### src/rtl/xlat_tlb_pkg.sv
package xlat_tlb_pkg;
  // register byte offsets (software-visible map)
  localparam int OFS_CTRL  = 'h00;
  localparam int OFS_HIT   = 'h08;
  localparam int OFS_MISS  = 'h0C;
  localparam int OFS_STALL = 'h10;
  localparam int OFS_SHOOT = 'h18;
  // control bits
  localparam int CTL_STATS_EN  = 1;
  localparam int CTL_CLEAR     = 2;
  localparam int CTL_STATS_CLR = 3;
  localparam int CTL_CLEARING  = 7;
  // shootdown bits
  localparam int SHT_REQ  = 30;
  localparam int SHT_BUSY = 31;

  typedef struct packed {
    logic invAll;   // empty every slot at the next edge
    logic invLine;  // drop slots of one four-page group at the next edge
    logic block;    // fills dropped, lookups stalled
  } tlbStrobes_t;

  typedef enum logic [1:0] {INV_IDLE, INV_APPLY, INV_DRAIN} invState_t;
endpackage

### src/rtl/xlat_tlb_ctrl.sv
module xlat_tlb_ctrl
  import xlat_tlb_pkg::*;
#(
  parameter int VPN_W  = 20,
  parameter int CNT_W  = 32,
  parameter int ADDR_W = 6,
  parameter int DATA_W = 32
) (
  input  logic              clk,
  input  logic              rstN,
  input  logic              regWrEn,
  input  logic [ADDR_W-1:0] regAddr,
  input  logic [DATA_W-1:0] regWrData,
  output logic [DATA_W-1:0] regRdData,
  input  logic              lookupValid,
  input  logic              hitNow,
  input  logic              missNow,
  output tlbStrobes_t       strobes,
  output logic [VPN_W-1:0]  lineTag
);
  localparam int N_CNT = 3;

  invState_t        invState;
  logic             invIsShoot;
  logic             statsEn;
  logic [VPN_W-1:0] shootIdx;
  logic [CNT_W-1:0] cntQ [N_CNT];
  logic [N_CNT-1:0] cntEvt;
  logic wrCtrl, wrShoot, clrReq, shootReq, busyAny, startInv;
  logic clearBusy, shootBusy, statsClr;

  assign wrCtrl    = regWrEn && (regAddr == ADDR_W'(OFS_CTRL));
  assign wrShoot   = regWrEn && (regAddr == ADDR_W'(OFS_SHOOT));
  assign clrReq    = wrCtrl && regWrData[CTL_CLEAR];
  assign shootReq  = wrShoot && regWrData[SHT_REQ];
  assign statsClr  = wrCtrl && regWrData[CTL_STATS_CLR];
  assign busyAny   = (invState != INV_IDLE);
  assign startInv  = (clrReq || shootReq) && !busyAny;
  assign clearBusy = busyAny && !invIsShoot;
  assign shootBusy = busyAny && invIsShoot;

  always_ff @(posedge clk or negedge rstN) begin
    if (!rstN) begin
      invState   <= INV_IDLE;
      invIsShoot <= 1'b0;
      shootIdx   <= '0;
      statsEn    <= 1'b0;
    end else begin
      case (invState)
        INV_IDLE: if (startInv) begin
          invState   <= INV_APPLY;
          invIsShoot <= shootReq;
          if (shootReq) shootIdx <= regWrData[VPN_W-1:0];
        end
        INV_APPLY: invState <= INV_DRAIN;
        default:   invState <= INV_IDLE;
      endcase
      if (wrCtrl) statsEn <= regWrData[CTL_STATS_EN];
    end
  end

  always_comb begin
    strobes.invAll  = (invState == INV_APPLY) && !invIsShoot;
    strobes.invLine = (invState == INV_APPLY) && invIsShoot;
    strobes.block   = clrReq || shootReq || busyAny;
  end
  assign lineTag = shootIdx;

  // event order: hit, miss, stall
  assign cntEvt = {lookupValid && strobes.block, missNow, hitNow};

  for (genvar g = 0; g < N_CNT; g++) begin : gCnt
    always_ff @(posedge clk or negedge rstN) begin
      if (!rstN)             cntQ[g] <= '0;
      else if (statsClr)     cntQ[g] <= '0;
      else if (statsEn && cntEvt[g]) cntQ[g] <= cntQ[g] + CNT_W'(1);
    end
    AST_CNT_HOLD: assert property (@(posedge clk) disable iff (!rstN)
      (!statsEn && !statsClr) |=> $stable(cntQ[g]));
    AST_CNT_ZERO: assert property (@(posedge clk) disable iff (!rstN)
      statsClr |=> (cntQ[g] == '0));
  end

  always_comb begin
    regRdData = '0;
    if (regAddr == ADDR_W'(OFS_CTRL)) begin
      regRdData[CTL_STATS_EN] = statsEn;
      regRdData[CTL_CLEARING] = clearBusy;
    end else if (regAddr == ADDR_W'(OFS_HIT))   regRdData = DATA_W'(cntQ[0]);
    else if (regAddr == ADDR_W'(OFS_MISS))      regRdData = DATA_W'(cntQ[1]);
    else if (regAddr == ADDR_W'(OFS_STALL))     regRdData = DATA_W'(cntQ[2]);
    else if (regAddr == ADDR_W'(OFS_SHOOT)) begin
      regRdData[VPN_W-1:0] = shootIdx;
      regRdData[SHT_BUSY]  = shootBusy;
    end
  end

  AST_CLEAR_BUSY_LEN: assert property (@(posedge clk) disable iff (!rstN)
    (clearBusy && $past(clearBusy)) |=> !clearBusy);
  AST_SHOOT_BUSY_LEN: assert property (@(posedge clk) disable iff (!rstN)
    (shootBusy && $past(shootBusy)) |=> !shootBusy);
endmodule

### src/rtl/xlat_tlb_store.sv
module xlat_tlb_store
  import xlat_tlb_pkg::*;
#(
  parameter int ENTRIES = 16,
  parameter int VPN_W   = 20,
  parameter int PTE_W   = 32
) (
  input  logic             clk,
  input  logic             rstN,
  input  tlbStrobes_t      strobes,
  input  logic [VPN_W-1:0] lineTag,
  input  logic             lookupValid,
  input  logic [VPN_W-1:0] lookupVpn,
  input  logic             fillValid,
  input  logic [VPN_W-1:0] fillVpn,
  input  logic [PTE_W-1:0] fillPte,
  output logic             hitNow,
  output logic             missNow,
  output logic             lookupHit,
  output logic             lookupMiss,
  output logic             lookupStall,
  output logic [PTE_W-1:0] lookupPte
);
  localparam int IDX_W = (ENTRIES > 1) ? $clog2(ENTRIES) : 1;

  logic [ENTRIES-1:0] validQ;
  logic [VPN_W-1:0]   vpnQ [ENTRIES];
  logic [PTE_W-1:0]   pteQ [ENTRIES];
  logic [IDX_W-1:0]   ptrQ;
  logic [ENTRIES-1:0] lkMatch, flMatch, lineMatch;
  logic [PTE_W-1:0]   lkPte;
  logic fillEn, flAny, lkAny;

  for (genvar g = 0; g < ENTRIES; g++) begin : gMatch
    assign lkMatch[g]   = validQ[g] && (vpnQ[g] == lookupVpn);
    assign flMatch[g]   = validQ[g] && (vpnQ[g] == fillVpn);
    assign lineMatch[g] = (vpnQ[g][VPN_W-1:2] == lineTag[VPN_W-1:2]);
  end

  assign fillEn  = fillValid && !strobes.block;
  assign flAny   = |flMatch;
  assign lkAny   = |lkMatch;
  assign hitNow  = lookupValid && !strobes.block && lkAny;
  assign missNow = lookupValid && !strobes.block && !lkAny;

  always_comb begin
    lkPte = '0;
    for (int i = 0; i < ENTRIES; i++)
      if (lkMatch[i]) lkPte = lkPte | pteQ[i];
  end

  always_ff @(posedge clk or negedge rstN) begin
    if (!rstN) begin
      validQ      <= '0;
      ptrQ        <= '0;
      lookupHit   <= 1'b0;
      lookupMiss  <= 1'b0;
      lookupStall <= 1'b0;
      lookupPte   <= '0;
      for (int i = 0; i < ENTRIES; i++) begin
        vpnQ[i] <= '0;
        pteQ[i] <= '0;
      end
    end else begin
      for (int i = 0; i < ENTRIES; i++) begin
        if (strobes.invAll) validQ[i] <= 1'b0;
        else if (strobes.invLine && lineMatch[i]) validQ[i] <= 1'b0;
        else if (fillEn && (flAny ? flMatch[i] : (ptrQ == IDX_W'(i)))) begin
          validQ[i] <= 1'b1;
          vpnQ[i]   <= fillVpn;
          pteQ[i]   <= fillPte;
        end
      end
      if (fillEn && !flAny)
        ptrQ <= (ptrQ == IDX_W'(ENTRIES-1)) ? '0 : ptrQ + IDX_W'(1);
      lookupHit   <= hitNow;
      lookupMiss  <= missNow;
      lookupStall <= lookupValid && strobes.block;
      lookupPte   <= hitNow ? lkPte : '0;
    end
  end

  AST_UNIQUE_MATCH: assert property (@(posedge clk) disable iff (!rstN)
    $onehot0(lkMatch));
  AST_EXCL_RESULT: assert property (@(posedge clk) disable iff (!rstN)
    $countones({lookupHit, lookupMiss, lookupStall}) <= 1);
  AST_CLEAR_EMPTY: assert property (@(posedge clk) disable iff (!rstN)
    strobes.invAll |=> (validQ == '0));
  AST_LINE_GONE: assert property (@(posedge clk) disable iff (!rstN)
    strobes.invLine |=> ((validQ & $past(lineMatch)) == '0));
  AST_NO_FILL_BLOCKED: assert property (@(posedge clk) disable iff (!rstN)
    (strobes.block && !strobes.invAll && !strobes.invLine) |=> $stable(validQ));
endmodule

### src/rtl/xlat_tlb.sv
module xlat_tlb
  import xlat_tlb_pkg::*;
#(
  parameter int ENTRIES = 16,
  parameter int VPN_W   = 20,
  parameter int PTE_W   = 32,
  parameter int CNT_W   = 32,
  parameter int ADDR_W  = 6,
  parameter int DATA_W  = 32
) (
  input  logic              clk,
  input  logic              rstN,
  input  logic              lookupValid,
  input  logic [VPN_W-1:0]  lookupVpn,
  output logic              lookupHit,
  output logic              lookupMiss,
  output logic              lookupStall,
  output logic [PTE_W-1:0]  lookupPte,
  input  logic              fillValid,
  input  logic [VPN_W-1:0]  fillVpn,
  input  logic [PTE_W-1:0]  fillPte,
  input  logic              regWrEn,
  input  logic [ADDR_W-1:0] regAddr,
  input  logic [DATA_W-1:0] regWrData,
  output logic [DATA_W-1:0] regRdData
);
  tlbStrobes_t      strobes;
  logic [VPN_W-1:0] lineTag;
  logic             hitNow, missNow;

  xlat_tlb_ctrl #(.VPN_W(VPN_W), .CNT_W(CNT_W), .ADDR_W(ADDR_W), .DATA_W(DATA_W)) uCtrl (
    .clk(clk), .rstN(rstN), .regWrEn(regWrEn), .regAddr(regAddr),
    .regWrData(regWrData), .regRdData(regRdData), .lookupValid(lookupValid),
    .hitNow(hitNow), .missNow(missNow), .strobes(strobes), .lineTag(lineTag)
  );

  xlat_tlb_store #(.ENTRIES(ENTRIES), .VPN_W(VPN_W), .PTE_W(PTE_W)) uStore (
    .clk(clk), .rstN(rstN), .strobes(strobes), .lineTag(lineTag),
    .lookupValid(lookupValid), .lookupVpn(lookupVpn), .fillValid(fillValid),
    .fillVpn(fillVpn), .fillPte(fillPte), .hitNow(hitNow), .missNow(missNow),
    .lookupHit(lookupHit), .lookupMiss(lookupMiss), .lookupStall(lookupStall),
    .lookupPte(lookupPte)
  );
endmodule

### config.mk
export PLATFORM = sky130hd
export DESIGN_NAME = xlat_tlb
export DESIGN_NICKNAME = d
export VERILOG_FILES = /design/src/rtl/xlat_tlb_pkg.sv /design/src/rtl/xlat_tlb_ctrl.sv /design/src/rtl/xlat_tlb_store.sv /design/src/rtl/xlat_tlb.sv
export SDC_FILE = /design/constraint.sdc
export NUM_CORES = 2
export LEC_CHECK = 0
export BUFFER_PORTS_ARGS = -buffer_cell sky130_fd_sc_hd__buf_2
export CORE_UTILIZATION = 35
export DETAILED_ROUTE_END_ITERATION = 6
export PLACE_DENSITY = 0.59
export SLEW_MARGIN = 10
export SYNTH_ARGS = -nofsm -noshare
export SYNTH_HDL_FRONTEND = slang
export SYNTH_SLANG_ARGS = --single-unit
### constraint.sdc
create_clock -name clk -period 3.8 [get_ports clk]
set_clock_uncertainty 0.1 [all_clocks]
set_input_delay 0.76 -clock clk [delete_from_list [all_inputs] [get_ports clk]]
set_output_delay 0.76 -clock clk [all_outputs]
set_load 0.05 [all_outputs]
==> results.tsv <==
stage	metric	value	unit
power_and_ir_drop	Psw	15.4	mW
sta	Slew @ Worst Pin	1.00	ns
route	DR iter-0 viols	4465	
global_routing	first-pass GRT wire length	292	mm
synth	Post-Syn Area	54900	um2
die	Std-Cell Core Area	155000	um2
power_and_ir_drop	Power Internal	30.8	mW
final_layout	Layout area overhead	20.5	%
worst_setup_path	Critical Path Start Type	flop	
final_layout	Filler Cell Count	14500	
final_layout	Finished Layout Cells	7228	
clock_tree	CTS-repair resized insts	0	
worst_setup_path	WP data required	4.33	ns
synth	syn nets	4831	
synth	most common cell in the netlist	dfrtp_1	
route	Detail Route Antenna Nets	0	
route	DR WL/cell	27.7	um
worst_setup_path	R2R setup slack	0.38	ns
clock_tree	root cell of the clock tree	clkbuf_16	
synth	Synth top area share	45.9	%
route	WL final	200	mm
clock_tree	Clk Latency, worst-skew pair	0.80	ns
placed_design	Area after DPL	62000	um2
clock_tree	setup bufs post-CTS	0	
sta	final setup fails	0	
synth	top post-synthesis cells by count	dfrtp_1, mux2_2, xnor2_1, clkbuf_1, nand4_1	
clock_tree	Bufs on Longest Clock Path	3	
sta	Hold Vio Cnt, Final	0	
global_routing	gr ovfl total	0	
sta	Fin Setup TNS	0	ns
synth	mean area per synthesized cell	11.7	um2
worst_setup_path	crit end category	flop	
synth	EDFF count, synth	0	
global_routing	pin count of the biggest net entering global routing	122	
global_routing	initial antenna violation count	9	
worst_setup_path	Critical R2R Launch	uStore.vpnQ[284]	
die	IO Count	182	
power_and_ir_drop	Leak Pwr	27.1	nW
synth	Cell variety after synth	59	
sta	Tcrit/Tclk final	90.0	%
die	die area	158000	um2
final_layout	layout cells sized above 1	34.6	%
synth	Synthesis Warnings	0	
job	MaxCap Viol Count	0	
sta	RSZ-0062 raised after global routing	no	
sta	final slew viol count	0	
final_layout	final std cell area, no fill	66100	um2
worst_setup_path	R2R cell count	11	
sta	Tmin final	3.42	ns
power_and_ir_drop	Tot Pwr	46.2	mW
sta	FMAX	293	MHz
placed_design	Inst Count DP	7009	
synth	Top FF cell, synth	dfrtp_1	
synth	#FFs+latches synth	1007	
worst_setup_path	CP Data Arrival Time	3.95	ns
clock_tree	clock sink count	1007	
hold_path	worst min path class	input port to flop	
worst_setup_path	critical path type	flop to flop	
global_routing	GRT Total Usage	25.0	%
power_and_ir_drop	Comb pwr share	31.8	%
hold_path	HP Start	regWrData[6]	
global_routing	vias in the first global route	41800	
final_layout	Nets	5205	
sta	Slew HR	33.1	%
sta	Final WS setup	0.381	ns
power_and_ir_drop	switch share	33.3	%
clock_tree	Clock transition at path regs	0.06	ns
die	die width	398	um
worst_setup_path	RR Endpoint	uStore.vpnQ[39]	
synth	synthesized instance count	4709	
run_status	failing checks	DRC	
die	Die Y	398	um
synth	share of flip-flops with an asynchronous set or reset	100	%
clock_tree	CTS tree	done	
hold_path	Hold Crit Depth	2	
synth	register area share after synthesis	45.9	%
placed_design	IO Port Bufs	170	
placed_design	GP Congestion	0.974	
route	vias post-DR	41900	
power_and_ir_drop	Clock Power Share	25.6	%
worst_setup_path	worst-path fanout max	21	
placed_design	Detailed Place HPWL	132	mm
clock_tree	H-tree depth	3	
die	Starting Density	35.5	%
hold_path	Min-Delay Endpoint	uCtrl.lineTag[6]	
run_status	outcome	complete, but fails checks	
power_and_ir_drop	power per standard cell area	698	nW/um2
clock_tree	Num CTS Buffers	115	
route	Post-route DRC	2	
synth	Synth area leader	dfrtp_1	
final_layout	Ant. Diodes	0	
power_and_ir_drop	Peak supply drop	448	uV
route	DR vias/cell	5.80	
clock_tree	Hold Buf Count CTS	1	
power_and_ir_drop	Sequential Power Share	42.6	%
placed_design	setup slack at placement	-0.253	ns
synth	top post-synthesis cells by area	dfrtp_1, mux2_2, xnor2_1	
die	row count	144	
route	First-pass DRT Iterations	7	
[how the worst max path moves through the flow]
stage / startpoint / to / slack [ns] / cells past startpoint
2_1_floorplan: fillVpn[11] / uStore.pteQ[352] / 0.17 / 11
3_3_place_gp: fillVpn[19] / uStore.pteQ[267] / -0.23 / 13
3_5_place_dp: fillVpn[19] / uStore.pteQ[267] / -0.25 / 13
4_1_cts: uStore.vpnQ[248] / uCtrl.cntQ[50] / 0.46 / 8
5_1_grt: fillVpn[19] / uStore.vpnQ[203] / 0.33 / 13
6_report: uStore.vpnQ[284] / uStore.vpnQ[39] / 0.38 / 11
[stage by stage]
step / hold WS (ns) / utilization (%)
after floorplan: 0.341 / -
after global placement: 0.376 / 40.1
after detailed placement: 0.381 / 40.1
after CTS: 0.101 / 42.7
after global routing: 0.128 / 42.7
final: 0.156 / 42.7
[metal layers]
metal / vias up / track usage, % / part of all wire [%]
met1: 21700 / 33.7 / 42
met3: 475 / 4.67 / 7.8
met4: 16 / 11.0 / 4.7
li1: 18000 / - / -
met2: 1822 / 39.0 / 45
met5: - / 0 / 0.050
[cell families after synthesis]
family,synth area share (%)
muxes,17.6
adders and majority gates,0.160
xor gates and xnor gates,15.4
and+or+nand+nor,9.67
DFF,45.9
AOI/OAI and AO/OA,7.14
buffers and inverters,4.12
[state kept, by name (all words and copies together), names as in the netlist]
| register | count |
|---|---|
| uCtrl.invState | 2 |
| uStore.pteQ | 512 |
| uStore.validQ | 16 |
| uStore.lookupHit | 1 |
| uStore.ptrQ | 4 |
| uStore.lookupPte | 32 |
| uCtrl.cntQ | 96 |
| uCtrl.lineTag | 20 |
| uStore.vpnQ | 320 |
| uCtrl.invIsShoot | 1 |
| uCtrl.statsEn | 1 |
| uStore.lookupStall | 1 |
| uStore.lookupMiss | 1 |
[area by class of cell]
type / instances / area, um2 / area share (%)
multi-input combinational: 3247 / 27500 / 41.6
sequential: 1007 / 25200 / 38.1
timing repair buffer: 682 / 6700 / 10.1
clock buffer: 169 / 3380 / 5.11
tap: 2044 / 2560 / 3.87
clock inverter: 49 / 689 / 1.04
inverter: 30 / 113 / 0.170
[power groups by stage]
stage / Clock, mW / Sequential (mW) / Combinational (mW)
after floorplan: 0 / 18.2 / 10.8
after global placement: 0 / 19.5 / 14.2
after detailed placement: 0 / 19.7 / 14.5
after CTS: 12.0 / 19.5 / 14.6
after global routing: 12.4 / 20.1 / 15.9
final: 11.8 / 19.6 / 14.7
[critical path: stages, from the launching register on]
cell      delay [ns]
dfrtp_1         0.47
xnor2_1         0.32
nand4_1         0.13
nor4_1          0.41
nand4b_1        0.22
buf_4           0.22
nand4_1         0.13
or2_2           0.16
buf_12          0.15
o32a_2          0.21
buf_4           0.34
mux2_2          0.38
[placed cells by master, fill, tap and decap left out, types with 35 or more instances in the layout]
master,netlist,layout
buf_2,110,169
a22oi_1,64,64
nand2_1,122,120
a21oi_1,73,73
a22o_1,96,96
or4_1,72,72
dfrtp_1,1007,1001
xnor2_1,741,741
nand3_1,143,142
o31ai_1,50,50
a221oi_1,96,96
buf_4,13,352
nor2_1,40,39
mux2_2,856,856
nand4_1,230,230
and3_1,56,55
xor2_1,221,221
a31oi_1,35,35
buf_12,8,159
clkbuf_16,0,116
nor4_1,121,120
No activity file was read; power rests on OpenSTA's default activity.
